--- config.mk ---
export PLATFORM = sky130hd
export DESIGN_NAME = adc_result_port
export DESIGN_NICKNAME = d
export VERILOG_FILES = /design/src/rtl/adc_port_pkg.sv /design/src/rtl/adc_result_latch.sv /design/src/rtl/adc_par_lanes.sv /design/src/rtl/adc_ser_shift.sv /design/src/rtl/adc_result_port.sv
export SDC_FILE = /design/constraint.sdc
export NUM_CORES = 1
export LEC_CHECK = 0
export ABC_AREA = 0
export BUFFER_PORTS_ARGS = -buffer_cell sky130_fd_sc_hd__buf_2
export CORE_ASPECT_RATIO = 0.7
export CORE_MARGIN = 4
export CORE_UTILIZATION = 54
export CTS_CLUSTER_DIAMETER = 150
export DETAILED_ROUTE_END_ITERATION = 7
export PLACE_DENSITY_LB_ADDON = 0.05
export SETUP_SLACK_MARGIN = 0.1
export SKIP_CTS_REPAIR_TIMING = 1
export SYNTH_ARGS = -nofsm -noshare
export SYNTH_HDL_FRONTEND = slang
export SYNTH_HIERARCHICAL = 1
export SYNTH_SLANG_ARGS = --single-unit
--- constraint.sdc ---
create_clock -name clk -period 2.25 [get_ports clk]
set_clock_uncertainty 0.05 [all_clocks]
set_input_delay 0.1125 -clock clk [delete_from_list [all_inputs] [get_ports clk]]
set_output_delay 0.1125 -clock clk [all_outputs]
set_load 0.02 [all_outputs]
--- src/rtl/adc_port_pkg.sv ---
package adc_port_pkg;

    typedef enum logic {
        MODE_PAR = 1'b0,
        MODE_SER = 1'b1
    } port_mode_e;

    function automatic logic [15:0] apply_coding(input logic [15:0] raw, input logic twos);
        apply_coding = raw ^ {twos, 15'b0};
    endfunction

endpackage

--- src/rtl/adc_result_latch.sv ---
module adc_result_latch #(
    parameter int WIDTH = 16
) (
    input  logic             clk,
    input  logic             rst_n,
    input  logic             conv_start,
    input  logic             conv_done,
    input  logic [WIDTH-1:0] conv_word,
    input  logic             fmt_twos,
    input  logic             hold,
    output logic [WIDTH-1:0] word_q,
    output logic             busy
);
    localparam logic [WIDTH-1:0] SIGN_MASK = {1'b1, {(WIDTH-1){1'b0}}};

    typedef struct packed {
        logic [WIDTH-1:0] out;
        logic [WIDTH-1:0] pend;
        logic             pend_v;
        logic             busy;
    } latch_t;

    latch_t st_d, st_q;
    logic [WIDTH-1:0] coded;

    always_comb begin
        coded = fmt_twos ? (conv_word ^ SIGN_MASK) : conv_word;
        st_d  = st_q;
        if (conv_start) begin
            st_d.busy = 1'b1;
        end
        if (conv_done) begin
            if (hold) begin
                st_d.pend   = coded;
                st_d.pend_v = 1'b1;
            end else begin
                st_d.out    = coded;
                st_d.pend_v = 1'b0;
                st_d.busy   = 1'b0;
            end
        end else if (st_q.pend_v && !hold) begin
            st_d.out    = st_q.pend;
            st_d.pend_v = 1'b0;
            st_d.busy   = 1'b0;
        end
    end

    always_ff @(posedge clk or negedge rst_n) begin
        if (!rst_n) begin
            st_q <= '0;
        end else begin
            st_q <= st_d;
        end
    end

    assign word_q = st_q.out;
    assign busy   = st_q.busy;
endmodule

--- src/rtl/adc_par_lanes.sv ---
module adc_par_lanes #(
    parameter int WIDTH  = 16,
    parameter int LANE_W = 8
) (
    input  logic [WIDTH-1:0] word,
    input  logic             swap,
    output logic [WIDTH-1:0] lanes
);
    localparam int LANES = WIDTH / LANE_W;

    for (genvar g = 0; g < LANES; g++) begin : g_lane
        assign lanes[g*LANE_W +: LANE_W] = swap ? word[(LANES-1-g)*LANE_W +: LANE_W]
                                                : word[g*LANE_W +: LANE_W];
    end
endmodule

--- src/rtl/adc_ser_shift.sv ---
module adc_ser_shift #(
    parameter int WIDTH = 16
) (
    input  logic             clk,
    input  logic             rst_n,
    input  logic             cs_n,
    input  logic             sclk,
    input  logic [WIDTH-1:0] word,
    output logic             sdo,
    output logic             mid_xfer
);
    localparam int CW = $clog2(WIDTH + 1);
    localparam int IW = $clog2(WIDTH);
    localparam logic [CW-1:0] LAST = CW'(WIDTH);

    typedef struct packed {
        logic [CW-1:0] cnt;
        logic          sclk_prev;
    } ser_t;

    ser_t st_d, st_q;
    logic [IW-1:0] idx;

    always_comb begin
        st_d           = st_q;
        st_d.sclk_prev = sclk;
        if (cs_n) begin
            st_d.cnt = '0;
        end else if (st_q.sclk_prev && !sclk && (st_q.cnt < LAST)) begin
            st_d.cnt = st_q.cnt + 1'b1;
        end
    end

    always_ff @(posedge clk or negedge rst_n) begin
        if (!rst_n) begin
            st_q <= '0;
        end else begin
            st_q <= st_d;
        end
    end

    assign idx      = IW'(WIDTH - 1) - st_q.cnt[IW-1:0];
    assign sdo      = (st_q.cnt < LAST) ? word[idx] : 1'b0;
    assign mid_xfer = !cs_n && (st_q.cnt != '0) && (st_q.cnt < LAST);
endmodule

--- src/rtl/adc_result_port.sv ---
module adc_result_port
    import adc_port_pkg::*;
#(
    parameter int WIDTH  = 16,
    parameter int LANE_W = 8
) (
    input  logic             clk,
    input  logic             rst_n,
    input  logic             conv_start,
    input  logic             conv_done,
    input  logic [WIDTH-1:0] conv_word,
    input  logic             fmt_twos,
    input  logic             ser_mode,
    input  logic             cs_n,
    input  logic             rd_n,
    input  logic             byte_swap,
    input  logic             sclk,
    output logic             busy,
    output logic [WIDTH-1:0] bus_out,
    output logic [WIDTH-1:0] bus_oe
);
    port_mode_e       mode;
    logic             out_off;
    logic             hold;
    logic             sdo;
    logic             mid_xfer;
    logic [WIDTH-1:0] word_q;
    logic [WIDTH-1:0] lanes;

    assign mode    = port_mode_e'(ser_mode);
    assign out_off = cs_n | rd_n;
    assign hold    = (mode == MODE_SER) ? mid_xfer : !out_off;

    adc_result_latch #(.WIDTH(WIDTH)) u_latch (
        .clk        (clk),
        .rst_n      (rst_n),
        .conv_start (conv_start),
        .conv_done  (conv_done),
        .conv_word  (conv_word),
        .fmt_twos   (fmt_twos),
        .hold       (hold),
        .word_q     (word_q),
        .busy       (busy)
    );

    adc_par_lanes #(.WIDTH(WIDTH), .LANE_W(LANE_W)) u_lanes (
        .word  (word_q),
        .swap  (byte_swap),
        .lanes (lanes)
    );

    adc_ser_shift #(.WIDTH(WIDTH)) u_ser (
        .clk      (clk),
        .rst_n    (rst_n),
        .cs_n     (cs_n),
        .sclk     (sclk),
        .word     (word_q),
        .sdo      (sdo),
        .mid_xfer (mid_xfer)
    );

    always_comb begin
        bus_out = '0;
        bus_oe  = '0;
        if (!out_off) begin
            if (mode == MODE_SER) begin
                bus_out[0] = sdo;
                bus_oe[0]  = 1'b1;
            end else begin
                bus_out = lanes;
                bus_oe  = '1;
            end
        end
    end
endmodule

==> flow_summary.toml <==
[power]
ir_drop_v = 0.000359
switching_power_uw = 580
powerDensity_nw_per_um2 = 710
pwr-share-clk_pct = 22.8
leakage_nw = 1.42
power.internal_mw = 1.38
switching_share_pct = 29.6
p_comb_share_pct = 27.0
pwr-share-seq_pct = 50.3

[finish]
drive_above_1_share_pct = 48.1
multi_input_area_um2 = 1250
regArea_um2 = 1000
synthToLayoutAreaGrowth_pct = 7.61
diodes = 0
num-fill-cells = 395
final_nets = 286

[critical_path]
cp-end-kind = "output pin"
crit_fanout = 6
cp.arrival_ns = 1.98
start_kind = "flip-flop"
crit_type = "flip-flop to output pin"
worstPathRequired_ns = 2.09

[sta]
finalCritPeriodShare_pct = 95.4
slew_headroom_pct = 41.1
tns_ns = 0
setup_viol = 0
hold_viol_final = 1
max_clock_freq_mhz = 466
worst_pin_slew_ns = 0.884
drv_slew = 0
grt_setup_unrepaired = "true"
min_period_ns = 2.15
hold_slack_ns = -0.00752

[placement]
numPortBuffers = 58
dp_hpwl_um = 3520
gp_congestion = 0.760

[die]
start_util_pct = 57.6
dieArea_um2 = 5930
num_rows = 20
core_area_um2 = 4450
ios = 59
dieHeight_um = 65.7
die_w_um = 90.4

[min_path]
hp-class = "input port to flip-flop"

[global_route]
grt_overflow_total = 0
grt_max_degree = 41
grt_pass1_wl_um = 7920
grt_pass1_vias = 1559
grt_use_total_pct = 16.9
antenna_found_initial = 0

[synthesis]
synthTopCellsByCount = "dfrtp_1, buf_4, mux2_4"
syn-num-nets = 255
ys.flop_type = "dfrtp_1"
ys_ff_latch = 40
synth_top_area_cell = "dfrtp_1"
synth.top_cells.by_area = "dfrtp_1, mux2_4, buf_4"
yosysUniqueCellTypes = 40
syn_area_um2 = 2560
ys_seq_area_share_pct = 39.0
syn_area_per_cell_um2 = 11.3
async_reset_ff_share_pct = 100
synth_top_area_share_pct = 39.0
synth_enable_flop_cells = 0
ys.warnings.count = 6
synthCells = 227
yosysMostFrequentCell = "dfrtp_1"

[routing]
maxUsedRoutingLayer = "met4"
drc = 0
routed_wl_um = 4890
wl_met3_um = 234
firstDrtPassIters = 4
wl_per_cell_um = 15.6
met1_length_um = 2530
drt_iter0_markers = 87
wl_met2_um = 2080
via_per_inst = 5.32
via_count = 1666
ant_nets = 0

[outcome]
outcome = "complete, but fails checks"
failed_checks = "hold timing"

[clock_tree]
tritoncts = "built"
cts_buffers = 5
cts_root_buf = "clkbuf_8"
clk_pin_slew_worst_paths_ns = 0.08
htreeDepth = 2
worstSkewPairLatency_ns = 0.29
cts_sinks = 40
cts_buffer_depth = 2

[flow_run]
drv_cap = 0
## power groups by stage
| stage | Sequential, mW | Clock (mW) | Combinational (mW) |
|---|---|---|---|
| floorplan | 0.930 | 0 | 0.528 |
| finish | 0.985 | 0.446 | 0.529 |
| global placement | 0.994 | 0 | 0.512 |
| global route | 1.01 | 0.496 | 0.584 |
| CTS | 0.984 | 0.463 | 0.522 |
| detailed placement | 0.997 | 0 | 0.519 |
## cell families after synthesis
group           share of synthesized area [%]
simple gates                             12.3
mux                                      26.9
flops                                    39.0
compound gates                           6.24
fa+ha+maj                               0.975
buf+inv                                  13.2
xor+xnor                                 1.37
## cells in the final DEF, fill, tap and decap left out, types with 2 or more instances in the layout
| cell | netlist | final |
|---|---|---|
| xor2_1 | 3 | 3 |
| dfrtp_1 | 40 | 39 |
| nor2b_1 | 2 | 2 |
| a31oi_1 | 2 | 2 |
| ha_1 | 2 | 2 |
| mux2_2 | 12 | 12 |
| o21ai_0 | 16 | 16 |
| inv_1 | 3 | 3 |
| a21oi_1 | 2 | 2 |
| mux2_4 | 21 | 21 |
| and2_2 | 15 | 15 |
| mux2i_1 | 19 | 19 |
| buf_2 | 2 | 58 |
| clkbuf_8 | 0 | 5 |
| o21ai_1 | 2 | 2 |
| nor2_1 | 12 | 12 |
| dlygate4sd3_1 | 0 | 2 |
| buf_4 | 31 | 3 |
| nand2_1 | 16 | 16 |
## per-layer routing
layer / vias to the layer above / track usage [%]
li1: 813 / -
met5: - / 0
met4: 0 / 5.34
met3: 6 / 3.89
met1: 806 / 24.7
met2: 41 / 25.0
## worst paths after layout
check / to / slack [ns] / cells after the start / from
min in group asynchronous: u_latch/st_q[4]$_DFFE_PN0P_ / 0.43 / 2 / rst_n
max in group asynchronous: u_ser/st_q[1]$_DFFE_PN0P_ / 1.12 / 2 / rst_n
min reg2reg: u_latch/busy$_DFF_PN0_ / 0.42 / 1 / u_latch/busy$_DFF_PN0_
max reg2reg: u_latch/st_q[9]$_DFFE_PN0P_ / 0.19 / 6 / u_ser/st_q[2]$_DFFE_PN0P_
min: u_latch/busy$_DFF_PN0_ / -0.008 / 2 / conv_start
max: bus_out[0] / 0.10 / 8 / u_ser/st_q[1]$_DFFE_PN0P_
## critical path, cell delays in order (launching register included)
cell       delay, ns
dfrtp_2         0.44
buf_12          0.14
mux2_4          0.29
or3_1           0.31
o2111ai_1       0.08
o21ai_1         0.09
mux2i_1         0.14
nor3_1          0.06
buf_2           0.16
## stage by stage
| step | power, mW | instances | utilization [%] | setup slack (ns) | instance area (µm²) |
|---|---|---|---|---|---|
| floorplan | 1.46 | 227 | - | 0.465 | 2560 |
| global placement | 1.51 | 302 | 59.2 | 0.215 | 2640 |
| detailed placement | 1.52 | 302 | 59.2 | 0.125 | 2640 |
| CTS | 1.97 | 309 | 60.9 | 0.0468 | 2710 |
| global route | 2.09 | 313 | 62.0 | 0.0259 | 2760 |
| finish | 1.96 | 313 | 62.0 | 0.103 | 2760 |
## registers in the layout, indices dropped and copies added, names as in the netlist
name	cells
u_latch/busy	1
u_latch/st_q	17
u_latch/word_q	16
u_ser/st_q	6
## area by class of cell
cell class | instances | area share, %
inverters | 3 | 0.408
well taps | 55 | 2.49
repair buffers | 64 | 12.8
clock inverters | 1 | 0.181
multi-input cells | 144 | 45.2
flip-flops and latches | 40 | 36.3
clock buffers | 6 | 2.63
No activity file was read; power rests on OpenSTA's default activity.
